## src/rtl/xip_read_window.sv

```systemverilog
module xip_read_window #(
  parameter int WIN_AW  = 28,
  parameter int LEN_W   = 14,
  parameter int DUMMY_W = 5
) (
  input  logic               clk,
  input  logic               rst_n,
  input  logic               list_load,
  input  logic [7:0]         cfg_opcode,
  input  logic               cfg_addr4,
  input  logic [DUMMY_W-1:0] cfg_dummy,
  input  logic               reg_start,
  input  logic               reg_busy,
  input  logic               win_req,
  input  logic [WIN_AW-1:0]  win_addr,
  input  logic [LEN_W-1:0]   win_len,
  output logic               win_ready,
  output logic [7:0]         win_rdata,
  output logic               win_rvalid,
  output logic               win_rlast,
  output logic               spi_cs_n,
  output logic               spi_sclk,
  output logic               spi_mosi,
  output logic               spi_mosi_oe,
  input  logic               spi_miso
);

  localparam int CW = (DUMMY_W > 6) ? DUMMY_W : 6;

  typedef enum logic [2:0] {S_IDLE, S_CMD, S_ADDR, S_DUMMY, S_DATA, S_END} st_t;

  st_t              st;
  logic [7:0]       op_q;
  logic             a4_q;
  logic [DUMMY_W-1:0] dm_q;
  logic             lv_q;
  logic [39:0]      sr;
  logic [CW-1:0]    cnt;
  logic [CW-1:0]    last;
  logic [LEN_W-1:0] bcnt;
  logic [LEN_W-1:0] len_q;
  logic [6:0]       rx;
  logic             sclk_q;
  logic             cs_q;
  logic [31:0]      a32;

  assign a32         = 32'(win_addr);
  assign win_ready   = (st == S_IDLE) && win_req && lv_q && !reg_busy;
  assign spi_cs_n    = cs_q;
  assign spi_sclk    = sclk_q;
  assign spi_mosi    = sr[39];
  assign spi_mosi_oe = (st == S_CMD) || (st == S_ADDR);

  always_comb begin
    case (st)
      S_CMD:   last = CW'(7);
      S_ADDR:  last = a4_q ? CW'(31) : CW'(23);
      S_DUMMY: last = CW'(dm_q) - CW'(1);
      default: last = CW'(7);
    endcase
  end

  always_ff @(posedge clk or negedge rst_n) begin
    if (!rst_n) begin
      st         <= S_IDLE;
      op_q       <= '0;
      a4_q       <= 1'b0;
      dm_q       <= '0;
      lv_q       <= 1'b0;
      sr         <= '0;
      cnt        <= '0;
      bcnt       <= '0;
      len_q      <= '0;
      rx         <= '0;
      sclk_q     <= 1'b0;
      cs_q       <= 1'b1;
      win_rdata  <= '0;
      win_rvalid <= 1'b0;
      win_rlast  <= 1'b0;
    end else begin
      win_rvalid <= 1'b0;
      win_rlast  <= 1'b0;
      if (reg_start) begin
        lv_q <= 1'b0;
      end else if (list_load) begin
        lv_q <= 1'b1;
        op_q <= cfg_opcode;
        a4_q <= cfg_addr4;
        dm_q <= cfg_dummy;
      end
      case (st)
        S_IDLE: begin
          if (win_ready) begin
            st     <= S_CMD;
            cs_q   <= 1'b0;
            sclk_q <= 1'b0;
            cnt    <= '0;
            bcnt   <= '0;
            len_q  <= win_len;
            sr     <= a4_q ? {op_q, a32} : {op_q, a32[23:0], 8'h00};
          end
        end
        S_END: begin
          cs_q <= 1'b1;
          st   <= S_IDLE;
        end
        default: begin
          sclk_q <= !sclk_q;
          if (!sclk_q) begin
            if (st == S_DATA) begin
              rx <= {rx[5:0], spi_miso};
              if (cnt[2:0] == 3'd7) begin
                win_rvalid <= 1'b1;
                win_rdata  <= {rx, spi_miso};
                win_rlast  <= (bcnt == len_q);
              end
            end
          end else begin
            if (st == S_CMD || st == S_ADDR) sr <= {sr[38:0], 1'b0};
            if (cnt == last) begin
              cnt <= '0;
              case (st)
                S_CMD:   st <= S_ADDR;
                S_ADDR:  st <= (dm_q == '0) ? S_DATA : S_DUMMY;
                S_DUMMY: st <= S_DATA;
                default: begin
                  if (bcnt == len_q) st <= S_END;
                  else bcnt <= bcnt + 1'b1;
                end
              endcase
            end else begin
              cnt <= cnt + 1'b1;
            end
          end
        end
      endcase
    end
  end

  AST_START_NOT_BUSY: assert property (@(posedge clk) disable iff (!rst_n)
    $fell(spi_cs_n) |-> $past(!reg_busy));
  AST_START_LIST_VALID: assert property (@(posedge clk) disable iff (!rst_n)
    $fell(spi_cs_n) |-> $past(lv_q));
  AST_SCLK_IDLE_LOW: assert property (@(posedge clk) disable iff (!rst_n)
    spi_cs_n |-> !spi_sclk);
  AST_BEAT_INSIDE_CS: assert property (@(posedge clk) disable iff (!rst_n)
    win_rvalid |-> !spi_cs_n);
  AST_LAST_IS_BEAT: assert property (@(posedge clk) disable iff (!rst_n)
    win_rlast |-> win_rvalid);
  AST_CS_RISE_AFTER_LAST: assert property (@(posedge clk) disable iff (!rst_n)
    $rose(spi_cs_n) |-> $past(win_rlast, 2));
  AST_ACCEPT_FROM_IDLE: assert property (@(posedge clk) disable iff (!rst_n)
    win_ready |-> spi_cs_n);

endmodule

```

## config.mk

```make
export PLATFORM = sky130hd
export DESIGN_NAME = xip_read_window
export DESIGN_NICKNAME = d
export VERILOG_FILES = /design/src/rtl/xip_read_window.sv
export SDC_FILE = /design/constraint.sdc
export NUM_CORES = 1
export LEC_CHECK = 0
export ABC_AREA = 1
export BUFFER_PORTS_ARGS = -buffer_cell sky130_fd_sc_hd__buf_2
export CAP_MARGIN = 40
export CORE_ASPECT_RATIO = 1.4
export CORE_UTILIZATION = 62
export DETAILED_ROUTE_END_ITERATION = 8
export MAX_ROUTING_LAYER = met4
export PLACE_DENSITY = 0.85
export SYNTH_ARGS = -nofsm -noshare
export SYNTH_HDL_FRONTEND = slang
export SYNTH_SLANG_ARGS = --single-unit
```

## constraint.sdc

```tcl
create_clock -name clk -period 3.2 [get_ports clk]
set_input_delay 0.64 -clock clk [delete_from_list [all_inputs] [get_ports clk]]
set_output_delay 0.64 -clock clk [all_outputs]
set_load 0.005 [all_outputs]
```

Word-level counts from Yosys, hierarchy flattened
Cells that the tools add are included.
Storage, ports and cells
  input bits: 63
  output and inout bits: 15
  bits in registers: 111
Operators by class
  reductions and logical operators: 28
  bitwise logic cells: 4
  $add $sub $neg: 3
  mux-type cells: 37
  equal/unequal tests: 11
Operators by type and width (number)
  $mux W40: 3
  $pmux W40 S2: 1
  $mux W14: 5
  $mux W32: 1
  $pmux W14 S2: 1
  $pmux W6 S2: 2
  $mux W6: 3
  $mux W3: 5
  $add A14 B1 Y14 const B: 1
  $eq A14 B14 Y1: 1
  $reduce_and A4 Y1: 3
  $mux W1: 11
  $reduce_bool A2 Y1: 5
  $eq A3 B3 Y1 const B: 3
  $pmux W3 S3: 1
  $reduce_and A2 Y1: 4
  $add A6 B1 Y6 const B: 1
  $eq A3 B2 Y1 const B: 2
  $eq A6 B6 Y1: 1
  $pmux W3 S2: 1
  $reduce_and A3 Y1: 2
  $reduce_and A6 Y1: 1
  $reduce_bool A3 Y1: 2
  $reduce_bool A6 Y1: 1
  other kinds (14): 22

Depth between registers and ports, before layout
  depth in word-level cells: 6
  gate-level depth with buffers: 16
  depth with buffers taken out: 15

Worst setup path after synthesis
No wires, ideal clock.
  path kind: register -> output
  from: reg st[0]
  to: out win_ready
  buffers on the path: 2
  slack: 1219 ps
  arrival time: 1341 ps
  cell stages (with the launch flop): 8
  required time: 2560 ps
  path through: dfrtp_1 nor2_2 inv_2 nor2_4 nand2_1 buf_2 inv_1 clkbuf_1
Between the ends
  cells in the longest elaborated chain, start to end: 4
RTL lines
  start, declared: line 32  | st_t st;
  start signal, assigned: line 124  | S_ADDR: st <= (dm_q == '0) ? S_DATA : S_DUMMY;
  $logic_not A3 Y1: line 48  | assign win_ready = (st == S_IDLE) && win_req && lv_q && !reg_busy;
  $logic_and A1 B1 Y1 (3 in series): line 48
  end, declared: line 17  | output logic win_ready,
No other way between the ends.

Worst setup path after layout
  from: reg st[0]
  to: reg sr[15]
Between the ends
  cells in the longest elaborated chain, start to end: 6
  elaborated cells between the ends (all ways): 14
RTL lines
  $logic_not A3 Y1: line 48, 91
  $logic_and A1 B1 Y1 (3 in series): line 48
  $ne A2 B2 Y1 (no line)
  $reduce_and A4 Y1 (no line)
  end signal, assigned: line 100  | sr <= a4_q ? {op_q, a32} : {op_q, a32[23:0], 8'h00};
  end signal, assigned: line 119  | if (st == S_CMD || st == S_ADDR) sr <= {sr[38:0], 1'b0};
  end, declared: line 37  | logic [39:0] sr;
Parallel ways exist; a longest one is shown, timed or not.
A chain may end at the register's enable or synchronous reset.

==> flow_summary.json <==
{
  "outcome": "finished, violations left",
  "violations": "design-rule violations",
  "reg2reg_slack_ns": 0.93,
  "synthSimpleGateAreaFrac": 0.244,
  "rsz0062_at_grt": "no",
  "cts_buffers": 9,
  "drt_iter0_drc": 267,
  "cts_sinks": 111,
  "pre_cts_ws_ns": 0.966,
  "finalHoldViolCount": 0,
  "required_ns": 3.45,
  "fin_crit_ns": 2.27,
  "drt-total-wl_mm": 12.9,
  "crit_path_end_kind": "flip-flop",
  "path_buf_inv": 3,
  "synth_compound_area_frac": 0.159,
  "mappedNetlistArea_um2": 5810,
  "clockBufferDepth": 2,
  "synth_top_cell_area_share": 0.473,
  "wl_per_cell_um": 14.2,
  "yosys-top-cells-area": "dfrtp_1 47%, nand2_1 12%, o21ai_0 5.8%, inv_1 5.0%, nor2_1 4.3%",
  "grt_pass1_wl_mm": 22.2,
  "drtAntennaViolNets": 0,
  "clkLatencyLatePin_ns": 0.35,
  "arrival_ns": 2.51,
  "core_um2": 9080,
  "port_buffers": 77,
  "maxSlewHeadroom": 0.498,
  "cp_top_family": "simple AND/OR/NAND/NOR gates",
  "antenna_cells": 0,
  "start_util": 0.640,
  "synth-adder-area-share": 0.00861,
  "cts_hold_buf": 0,
  "async_reset_ff_frac": 1.00,
  "synth_top_area_cell": "dfrtp_1",
  "synth.most_common_cell": "nand2_1",
  "max_stage_delay_ns": 0.47,
  "gp_congestion": 0.937,
  "timing.final.crit_share": 0.708,
  "die-area_um2": 9770,
  "cts-root-buf": "clkbuf_16",
  "syn_area_per_cell_um2": 7.96,
  "ys_ff_latch": 111,
  "finClkSkew_ns": 0.00787,
  "cts_tree": "yes",
  "gr-total-overflow": 0,
  "powerDensity_nw_per_um2": 855,
  "fmax_mhz": 441,
  "critical_path.cell_chain": "nor2_2, inv_2, nor2_4, buf_4, o21ai_2, nor2_4, buf_4, o211ai_1, o21a_1",
  "crit_type": "flip-flop to flip-flop",
  "seq_area_frac_synth": 0.478,
  "fin_nets": 865,
  "crit_fanout": 24,
  "rows": 41,
  "io_pins": 78,
  "synth_top_family_by_area": "simple AND/OR/NAND/NOR gates",
  "ys_types": 36,
  "fp.dieH_um": 117,
  "synthCells": 730,
  "antenna_found_initial": 0,
  "setup_violations": 0,
  "via_count": 5091,
  "cts_resized": 0,
  "worst_slew_pin_slew_ns": 0.753,
  "fin_setup_tns_ns": 0,
  "cp-start-kind": "flip-flop",
  "ys.flop_type": "dfrtp_1",
  "drv_slew": 0,
  "cp_slowest_cell": "dfrtp_1",
  "max-vdd-ir-drop_mv": 0.510,
  "synth_warnings": 0,
  "htree_levels": 3,
  "synth_edf_count": 0,
  "die_x_um": 83.8,
  "synthMuxAreaShare": 0.0116,
  "firstDrtPassIters": 7,
  "drv_cap": 0,
  "drc": 8,
  "syn_to_final_growth_pct": 13.1,
  "grt_pass1_vias": 4966,
  "synth_xor_area_frac": 0.0151,
  "syn-num-nets": 797,
  "fin_ws_ns": 0.934,
  "grt_usage": 0.296,
  "clk_pin_slew_ns": 0.08,
  "drive_above_1_share": 0.197,
  "grt_max_degree": 59,
  "p_leak_uw": 0.00314,
  "hold_path_class": "primary input to async pin",
  "vias_per_cell": 5.59,
  "yosys-top-cells-count": "182 x nand2_1, 110 x dfrtp_1, 77 x inv_1",
  "post-dp-hpwl_mm": 9.15,
  "post-cts-setup-buffers": 0
}
==> report_power, final <==
group          switching [uW]  internal [uW]  total [uW]
sequential                291           1860        2150
combinational            1470            844        2320
clock                     539            617        1160
==> layout make-up <==
| cell class | count | area, um2 |
|---|---|---|
| flip-flops and latches | 111 | 2780 |
| multi-input cells | 503 | 2550 |
| fillers | 719 | 2500 |
| repair buffers | 90 | 498 |
| inverters | 83 | 312 |
| clock buffers | 9 | 225 |
| well taps | 107 | 134 |
| clock inverters | 7 | 80.1 |
==> sequential cells by signal (all words and copies together) (netlist names) <==
register and count:
sr 40, bcnt 14, len_q 14, op_q 8, win_rdata 8, rx 7
cnt 6, dm_q 5, st 3, a4_q 1, lv_q 1, spi_cs_n 1
spi_sclk 1, win_rlast 1, win_rvalid 1
==> cell families (layout without fill, tap and decap cells) <==
group / count (synthesis) / in the layout
xor+xnor: 10 / 10
compound gates: 155 / 155
mux: 6 / 6
flops: 111 / 111
buf+inv: 116 / 189
fa+ha+maj: 4 / 4
simple gates: 328 / 328
==> routing by layer <==
metal,global-route usage,part of all wire,wire [um],up-vias
li1,-,-,-,2489
met1,0.339,0.41,5310,2425
met2,0.515,0.52,6660,142
met3,0.0466,0.039,499,35
met4,0.138,0.032,410,0
met5,-,0,0,-
==> worst reg2reg max path, stage by stage, from the launching register on <==
cell,delay [ns]
dfrtp_1,0.47
nor2_2,0.17
inv_2,0.08
nor2_4,0.10
buf_4,0.26
o21ai_2,0.13
nor2_4,0.44
buf_4,0.28
o211ai_1,0.11
o21a_1,0.12
==> through the flow <==
stage | power [uW] | util | hold slack [ns] | instances | instance area (um2)
final | 5620 | 0.724 | 0.346 | 910 | 6580
after global routing | 6050 | 0.724 | 0.410 | 910 | 6580
after CTS | 5630 | 0.724 | 0.376 | 910 | 6580
after detailed placement | 4460 | 0.691 | 0.462 | 894 | 6270
after global placement | 4310 | 0.691 | 0.456 | 894 | 6270
after floorplan | 3930 | - | 0.344 | 730 | 5810
==> worst paths after layout <==
check	from	depth (start not counted)	endpoint
max	st[0]	9	sr[15]
min	rst_n	1	len_q[8]
max reg2reg	st[0]	9	sr[15]
min reg2reg	win_rdata[0]	2	win_rdata[0]
max in group asynchronous	rst_n	2	spi_cs_n
min in group clk	reg_start	2	lv_q
==> placed cells by master, fill, tap and decap left out, drive strengths merged, types with 3 or more instances in the layout <==
cell | netlist | layout
inv | 83 | 85
nand4 | 7 | 7
buf | 16 | 90
nor3 | 8 | 8
nand2 | 191 | 191
ha | 4 | 4
clkbuf | 17 | 9
nor2 | 74 | 74
o21a | 17 | 17
xor2 | 8 | 8
o211ai | 15 | 15
nand3b | 3 | 3
o21ai | 98 | 98
a21oi | 16 | 16
clkinv | 0 | 3
or2 | 7 | 7
dfrtp | 110 | 110
nand3 | 37 | 37
o22ai | 9 | 9
mux2 | 6 | 6
No activity file was read; power rests on OpenSTA's default activity.
